$ cat src/rtl/regseq_pkg.sv
package regseq_pkg;
    typedef enum logic [2:0] {
        OP_WRITE  = 3'd0,
        OP_SETF   = 3'd1,
        OP_WAIT   = 3'd2,
        OP_DELAY  = 3'd3,
        OP_FINISH = 3'd4
    } op_e;

    typedef enum logic [2:0] {
        ST_IDLE,
        ST_DIVIDE,
        ST_EMIT,
        ST_PAD,
        ST_CLOSE
    } state_e;

    localparam int MAX_CMD_BYTES = 10;
    localparam logic [7:0] FILL_BYTE = 8'h7F;
endpackage

$ cat src/rtl/regseq_cmd_build.sv
module regseq_cmd_build
    import regseq_pkg::*;
#(
    parameter int MAXB = MAX_CMD_BYTES
) (
    input  op_e                 op,
    input  logic [31:0]         arg_a,
    input  logic [31:0]         arg_b,
    input  logic [31:0]         cache_addr,
    input  logic [31:0]         cache_data,
    output logic [8*MAXB-1:0]   bytes,
    output logic [3:0]          len
);
    localparam int HALF = 8 * MAXB / 2;

    logic [HALF-1:0] dvec, avec;
    logic [3:0]      dlen, alen;
    logic [7:0]      setf_base;

    always_comb begin
        dvec = '0;
        avec = '0;
        dlen = 4'd0;
        alen = 4'd0;
        bytes = '0;
        len = 4'd0;
        setf_base = 8'h80;
        unique case (op)
            OP_WRITE: begin
                if (arg_b != cache_data) begin
                    if (arg_b[31:16] != cache_data[31:16]) begin
                        dvec = {arg_b, 8'hE2};
                        dlen = 4'd5;
                    end else begin
                        dvec = {16'h0, arg_b[15:0], 8'h42};
                        dlen = 4'd3;
                    end
                end
                if (arg_a[31:16] != cache_addr[31:16]) begin
                    avec = {arg_a, 8'hE0};
                    alen = 4'd5;
                end else begin
                    avec = {16'h0, arg_a[15:0], 8'h40};
                    alen = 4'd3;
                end
                bytes = {{HALF{1'b0}}, dvec} | ({{HALF{1'b0}}, avec} << {dlen, 3'b000});
                len = dlen + alen;
            end
            OP_SETF: begin
                if (!arg_b[31]) setf_base = (arg_b == 32'd0) ? 8'hA0 : 8'hC0;
                bytes[7:0] = setf_base + arg_a[7:0];
                len = 4'd1;
            end
            OP_WAIT: begin
                bytes[23:0] = {arg_b[7:0], arg_a[7:0], 8'h5F};
                len = 4'd3;
            end
            default: begin
                len = 4'd0;
            end
        endcase
    end
endmodule

$ cat src/rtl/regseq_delay_enc.sv
module regseq_delay_enc #(
    parameter int US_W = 26
) (
    input  logic        clk,
    input  logic        rst_n,
    input  logic        load,
    input  logic [31:0] nsec,
    output logic [7:0]  code
);
    // floor(n/1000) == (n * RECIP) >> SHIFT exactly for every 32-bit n
    localparam logic [63:0] RECIP = 64'd274877907;
    localparam int          SHIFT = 38;
    localparam int          STEPS = (US_W + 1) / 2;

    logic [63:0]     prod;
    logic [US_W-1:0] us_q;
    logic [US_W-1:0] v;
    logic [3:0]      s;

    assign prod = {32'h0, nsec} * RECIP;

    always_ff @(posedge clk or negedge rst_n) begin
        if (!rst_n) us_q <= '0;
        else if (load) us_q <= US_W'(prod >> SHIFT);
    end

    always_comb begin
        v = us_q;
        s = 4'd0;
        for (int i = 0; i < STEPS; i++) begin
            if (v[US_W-1:2] != '0) begin
                v = v >> 2;
                s = s + 4'd1;
            end
        end
        code = {2'b00, s, v[1:0]};
    end


    delay_code_chk: assert property (@(posedge clk) disable iff (!rst_n)
        (us_q != '0) |-> (code != 8'h00));
endmodule

$ cat src/rtl/regseq_packer.sv
module regseq_packer #(
    parameter int CNT_W = 16
) (
    input  logic             clk,
    input  logic             rst_n,
    input  logic             byte_valid,
    input  logic [7:0]       byte_data,
    input  logic             clear,
    output logic [1:0]       lane,
    output logic             word_valid,
    output logic [31:0]      word_data,
    output logic [CNT_W-1:0] word_count
);
    logic [23:0] acc_q;

    always_ff @(posedge clk or negedge rst_n) begin
        if (!rst_n) begin
            lane       <= 2'd0;
            acc_q      <= '0;
            word_valid <= 1'b0;
            word_data  <= '0;
            word_count <= '0;
        end else begin
            word_valid <= 1'b0;
            if (clear) word_count <= '0;
            if (byte_valid) begin
                lane <= lane + 2'd1;
                if (lane == 2'd3) begin
                    word_data  <= {byte_data, acc_q};
                    word_valid <= 1'b1;
                    word_count <= word_count + 1'b1;
                end else begin
                    acc_q[8*lane +: 8] <= byte_data;
                end
            end
        end
    end


    pack_align_chk: assert property (@(posedge clk) disable iff (!rst_n)
        word_valid |-> (lane == 2'd0 || $past(byte_valid)));
endmodule

$ cat src/rtl/regseq_encoder.sv
module regseq_encoder
    import regseq_pkg::*;
#(
    parameter int CAPACITY = 128,
    parameter int CNT_W    = 16
) (
    input  logic             clk,
    input  logic             rst_n,
    input  logic             req_valid,
    output logic             req_ready,
    input  logic [2:0]       req_op,
    input  logic [31:0]      req_arg_a,
    input  logic [31:0]      req_arg_b,
    output logic             word_valid,
    output logic [31:0]      word_data,
    output logic             prog_done,
    output logic [CNT_W-1:0] prog_words,
    output logic             prog_overflow
);
    localparam int BUF_W = 8 * MAX_CMD_BYTES;

    state_e           state_q, state_d;
    op_e              op;
    logic [31:0]      addr_q, data_q;
    logic [BUF_W-1:0] buf_q, cmd_bytes;
    logic [3:0]       left_q, cmd_len;
    logic [7:0]       delay_code;
    logic [1:0]       lane;
    logic             fire, byte_valid;
    logic [7:0]       byte_data;
    logic [CNT_W-1:0] count;

    assign op   = op_e'(req_op);
    assign fire = req_valid && req_ready;

    regseq_cmd_build #(.MAXB(MAX_CMD_BYTES)) u_build (
        .op(op), .arg_a(req_arg_a), .arg_b(req_arg_b),
        .cache_addr(addr_q), .cache_data(data_q),
        .bytes(cmd_bytes), .len(cmd_len)
    );

    regseq_delay_enc u_delay (
        .clk(clk), .rst_n(rst_n),
        .load(fire && op == OP_DELAY),
        .nsec(req_arg_b), .code(delay_code)
    );

    regseq_packer #(.CNT_W(CNT_W)) u_pack (
        .clk(clk), .rst_n(rst_n),
        .byte_valid(byte_valid), .byte_data(byte_data),
        .clear(state_q == ST_CLOSE), .lane(lane),
        .word_valid(word_valid), .word_data(word_data), .word_count(count)
    );

    always_ff @(posedge clk or negedge rst_n) begin
        if (!rst_n) state_q <= ST_IDLE;
        else        state_q <= state_d;
    end

    always_comb begin
        state_d = state_q;
        unique case (state_q)
            ST_IDLE: begin
                if (req_valid) begin
                    unique case (op)
                        OP_WRITE, OP_SETF, OP_WAIT: state_d = ST_EMIT;
                        OP_DELAY:                   state_d = ST_DIVIDE;
                        OP_FINISH:                  state_d = ST_PAD;
                        default:                    state_d = ST_IDLE;
                    endcase
                end
            end
            ST_DIVIDE: state_d = ST_EMIT;
            ST_EMIT:   if (left_q == 4'd1) state_d = ST_IDLE;
            ST_PAD:    if (lane == 2'd3) state_d = ST_CLOSE;
            ST_CLOSE:  state_d = ST_IDLE;
            default:   state_d = ST_IDLE;
        endcase
    end

    always_ff @(posedge clk or negedge rst_n) begin
        if (!rst_n) begin
            addr_q <= '1;
            data_q <= '1;
            buf_q  <= '0;
            left_q <= '0;
        end else begin
            unique case (state_q)
                ST_IDLE: begin
                    if (fire && (op == OP_WRITE || op == OP_SETF || op == OP_WAIT)) begin
                        buf_q  <= cmd_bytes;
                        left_q <= cmd_len;
                    end
                    if (fire && op == OP_WRITE) begin
                        addr_q <= req_arg_a;
                        data_q <= req_arg_b;
                    end
                end
                ST_DIVIDE: begin
                    buf_q  <= {{(BUF_W-8){1'b0}}, delay_code};
                    left_q <= 4'd1;
                end
                ST_EMIT: begin
                    buf_q  <= buf_q >> 8;
                    left_q <= left_q - 4'd1;
                end
                ST_CLOSE: begin
                    addr_q <= '1;
                    data_q <= '1;
                end
                default: ;
            endcase
        end
    end

    always_comb begin
        req_ready     = (state_q == ST_IDLE);
        byte_valid    = (state_q == ST_EMIT) || (state_q == ST_PAD);
        byte_data     = (state_q == ST_PAD) ? FILL_BYTE : buf_q[7:0];
        prog_done     = (state_q == ST_CLOSE);
        prog_words    = count;
        prog_overflow = prog_done && (count > CNT_W'(CAPACITY));
    end


    nodata_cmd_chk: assert property (@(posedge clk) disable iff (!rst_n)
        (fire && op == OP_WRITE && req_arg_b == data_q)
            |=> (buf_q[7:0] == 8'h40 || buf_q[7:0] == 8'hE0));


    done_with_word_chk: assert property (@(posedge clk) disable iff (!rst_n)
        prog_done |-> (word_valid && word_data[31:24] == FILL_BYTE));


    emit_busy_chk: assert property (@(posedge clk) disable iff (!rst_n)
        (state_q == ST_EMIT) |-> (!req_ready && left_q != 4'd0));


    cache_reset_chk: assert property (@(posedge clk) disable iff (!rst_n)
        prog_done |=> (addr_q == '1 && data_q == '1));
endmodule

$ cat config.mk
export PLATFORM = sky130hd
export DESIGN_NAME = regseq_encoder
export DESIGN_NICKNAME = d
export VERILOG_FILES = /design/src/rtl/regseq_pkg.sv /design/src/rtl/regseq_cmd_build.sv /design/src/rtl/regseq_delay_enc.sv /design/src/rtl/regseq_packer.sv /design/src/rtl/regseq_encoder.sv
export SDC_FILE = /design/constraint.sdc
export NUM_CORES = 2
export LEC_CHECK = 0
export BUFFER_PORTS_ARGS = -buffer_cell sky130_fd_sc_hd__buf_2
export CORE_ASPECT_RATIO = 2
export CORE_UTILIZATION = 62
export CTS_BUF_LIST = sky130_fd_sc_hd__clkbuf_8
export DETAILED_ROUTE_END_ITERATION = 10
export PLACE_DENSITY = 0.92
export SKIP_CTS_REPAIR_TIMING = 1
export SYNTH_ARGS = -nofsm -noshare
export SYNTH_HDL_FRONTEND = slang
export SYNTH_SLANG_ARGS = --single-unit
export TNS_END_PERCENT = 100
$ cat constraint.sdc
create_clock -name clk -period 13.9 [get_ports clk]
set_input_delay 2.78 -clock clk [delete_from_list [all_inputs] [get_ports clk]]
set_output_delay 2.78 -clock clk [all_outputs]
set_load 0.005 [all_outputs]
==> summary.md <==
| Metric | Value |
|---|---|
| Setup crit end kind | flop |
| Root Buffer Master | clkbuf_8 |
| Clk sinks | 233 |
| Hold Vio Cnt, Final | 0 |
| Main synth FF type | dfrtp_1 |
| Clock-pin transition on the worst setup and hold timing paths | about 0.070 ns |
| Worst reg2reg path depth | 30 |
| Buffers on Ports | 121 |
| Data required time of the worst path | roughly 14 ns |
| Clock Tree Buf Depth | 3 |
| Die Wd | between 100 and 150 µm |
| Layout cells sized above 1 | around 9.2% |
| Initial antenna violation count | 2 |
| Core Region | around 42,000 µm² |
| Core Rows | roughly 110 |
| Hold Crit Endpoint | u_pack.word_data[6] |
| Status | completed |
| Final WL | between 70,000 and 80,000 µm |
| Syn avg cell area | 9.49 µm² |
| Number of flops mapped to enable cells by yosys | 0 |
| Placed inst area | 27,400 µm² |
| GP Congestion | around 0.98 |
| First-pass GRT wire length | around 120,000 µm |
| Routed len/inst | approximately 22 µm |
| Worst Hold Class | reg -> reg |
| Worst hold slack | 0.469 ns |
| Post-DRT Antenna Nets | 0 |
| CTS HTree Levels | 1 |
| Initial core utilization | 63.0% |
| I/O Pins | between 100 and 150 |
| Hpwl dp | ~60,000 µm |
| Worst Skew | 0.0354 ns |
| Via count | approximately 21k |
| Worst-Margin Slew | approximately 1.1 ns |
| Later-pin clock latency in the skew report | roughly 0.63 ns |
| Critical Path Fanout Max | 14 |
| FF-to-FF End | buf_q[4] |
| Final Cycle Share | 73.8% |
| First-pass DRT Iterations | 6 |
| Clock buffer count from CTS | 28 |
| Die area | between 40,000 and 50,000 µm² |
| Iteration-0 DRC Markers | 1,486 |
| Commonest non-fill, non-tap cells in the layout | inv_1 (602), ha_1 (426), fa_1 (299) |
| Grt ovf | 0 |
| Post-Syn Nets | 3,567 |
| Setup repair after global routing missed its margin | false |
| Ys Warns | 0 |
| Synthesized area | 26,300 µm² |
| TritonCTS clock tree | done |
| HP Start | u_pack.word_data[6] |
| Design Area, Final | between 20,000 and 30,000 µm² |
| Die height | 293 µm |
| Vias in the first global route | 23.0k |
| Critical path arrival | about 11 ns |
| Post-synthesis register bit count | 233 |
| Setup crit start kind | primary input |
| Drt drc | 0 |
| Fin crit period | 10.26 ns |
| Syn Inst Count | 2,772 |
| Max cap viols | 0 |
| Slew margin rel. | 26.5% |
| Setup Viol. Count Final | 0 |
| Post-synth ARST share | 100% |
| Worst setup path category | in -> reg |
| Layout area overhead | 6.48% |
| Final Net Count | 3,646 |
| R2R setup slack | 5.74 ns |
| R2R Path Start | u_delay.us_q[22] |
| Largest net degree at the start of global routing | between 100 and 150 |
| Worst hold path stage count | 2 |
| Setup TNS | 0 ns |
| Fmax | 0.0975 GHz |
| Sequential element share of the synthesized area | approximately 22% |
| Setup crit start | req_arg_b[18] |
| Slew Limit Fails | 0 |
| Post-synthesis cell type count | 63 |
| GRT Total Usage | between 30 and 40% |
| Vias per cell | 6.09 |
| Commonest non-fill, non-tap cell in the layout | inv_1 |
state kept, by name, indices dropped and copies added, names as in the netlist:
name and flops:
buf_q 80, u_pack.lane 2, u_pack.word_data 32, u_pack.word_count 16
data_q 32, addr_q 16, u_delay.us_q 23, u_pack.word_valid 1
left_q 4, state_q 3, u_pack.acc_q 24
worst max path at each step:
stage                                   to  slack (ns)
after detailed placement  u_delay.us_q[19]        3.28
final                     u_delay.us_q[13]        3.64
after CTS                 u_delay.us_q[19]        3.87
after floorplan           u_delay.us_q[13]        4.93
after global placement    u_delay.us_q[13]        3.45
after global routing      u_delay.us_q[13]        3.30
worst max-delay path, cell delays in order:
cell,delay [ns]
buf_2,0.42
inv_1,0.13
ha_1,0.36
inv_1,0.06
fa_1,0.36
inv_1,0.09
fa_1,0.43
fa_1,0.51
fa_1,0.51
inv_1,0.05
fa_1,0.47
inv_1,0.06
fa_1,0.56
fa_1,0.44
ha_1,0.33
a21o_1,0.17
a21o_1,0.17
a2111oi_0,0.42
o21bai_1,0.17
a22oi_1,0.76
o31ai_1,0.37
a211oi_1,0.47
o21bai_1,0.19
a21oi_1,0.21
xor2_1,0.15
o21ai_0,0.09
routing by layer:
layer	routed length, µm	up-vias	track usage (%)
met5	0	-	0
met4	8260	0	33.6
met3	5390	498	6.06
met2	38600	1121	65.5
met1	22900	10043	35.4
li1	-	9142	-
synthesized netlist by cell type, drive strengths merged (6+ instances only):
| master | n | share of area [%] |
|---|---|---|
| o31ai | 9 | 0.26 |
| and2 | 10 | 0.24 |
| inv | 593 | 8.5 |
| nand3 | 44 | 0.84 |
| a21oi | 72 | 1.4 |
| nor4 | 19 | 0.59 |
| o211ai | 35 | 1.0 |
| nor2 | 144 | 2.1 |
| or3 | 6 | 0.14 |
| nand2 | 287 | 4.1 |
| buf | 7 | 0.10 |
| nand4 | 20 | 0.53 |
| dfstp | 48 | 4.8 |
| a221oi | 59 | 2.0 |
| nor2b | 12 | 0.29 |
| o21a | 12 | 0.34 |
| a22oi | 10 | 0.29 |
| o21ai | 137 | 2.6 |
| a22o | 7 | 0.23 |
| ha | 426 | 20 |
| and3 | 13 | 0.31 |
| xor2 | 67 | 2.3 |
| a21o | 26 | 0.74 |
| clkbuf | 80 | 1.1 |
| fa | 299 | 23 |
| mux2 | 15 | 0.64 |
| dfrtp | 185 | 18 |
| mux2i | 23 | 0.92 |
| xnor2 | 20 | 0.67 |
| nand2b | 7 | 0.17 |
| o21bai | 10 | 0.29 |
| nor3 | 21 | 0.44 |
kinds of logic after synthesis:
| kind of cell | count (synthesis) | synth area share, % |
|---|---|---|
| AOI/OAI and AO/OA | 415 | 10.3 |
| and+or+nand+nor | 593 | 10.0 |
| xor gates and xnor gates | 88 | 3.05 |
| DFF | 233 | 22.4 |
| buffers and inverters | 680 | 9.71 |
| adders and majority gates | 725 | 43.0 |
| muxes | 38 | 1.56 |
cell type report:
class / instances / area (µm²)
multi-input cells: 1859 / 17900
fillers: 3116 / 13800
flip-flops and latches: 233 / 5890
inverters: 593 / 2230
repair buffers: 136 / 728
well taps: 540 / 676
clock buffers: 33 / 454
clock inverters: 19 / 140
diodes: 1 / 2.50
per-stage QoR:
stage	util, %	setup WS, ns	instances
2_1_floorplan	-	4.93	2772
3_5_place_dp	65.6	3.28	3361
5_1_grt	67.1	3.30	3414
4_1_cts	67.1	3.87	3413
3_3_place_gp	65.6	3.45	3361
6_report	67.1	3.64	3414
Power is not shown: default switching activity piles up to over one toggle a cycle in this logic, so the estimate is an artifact.
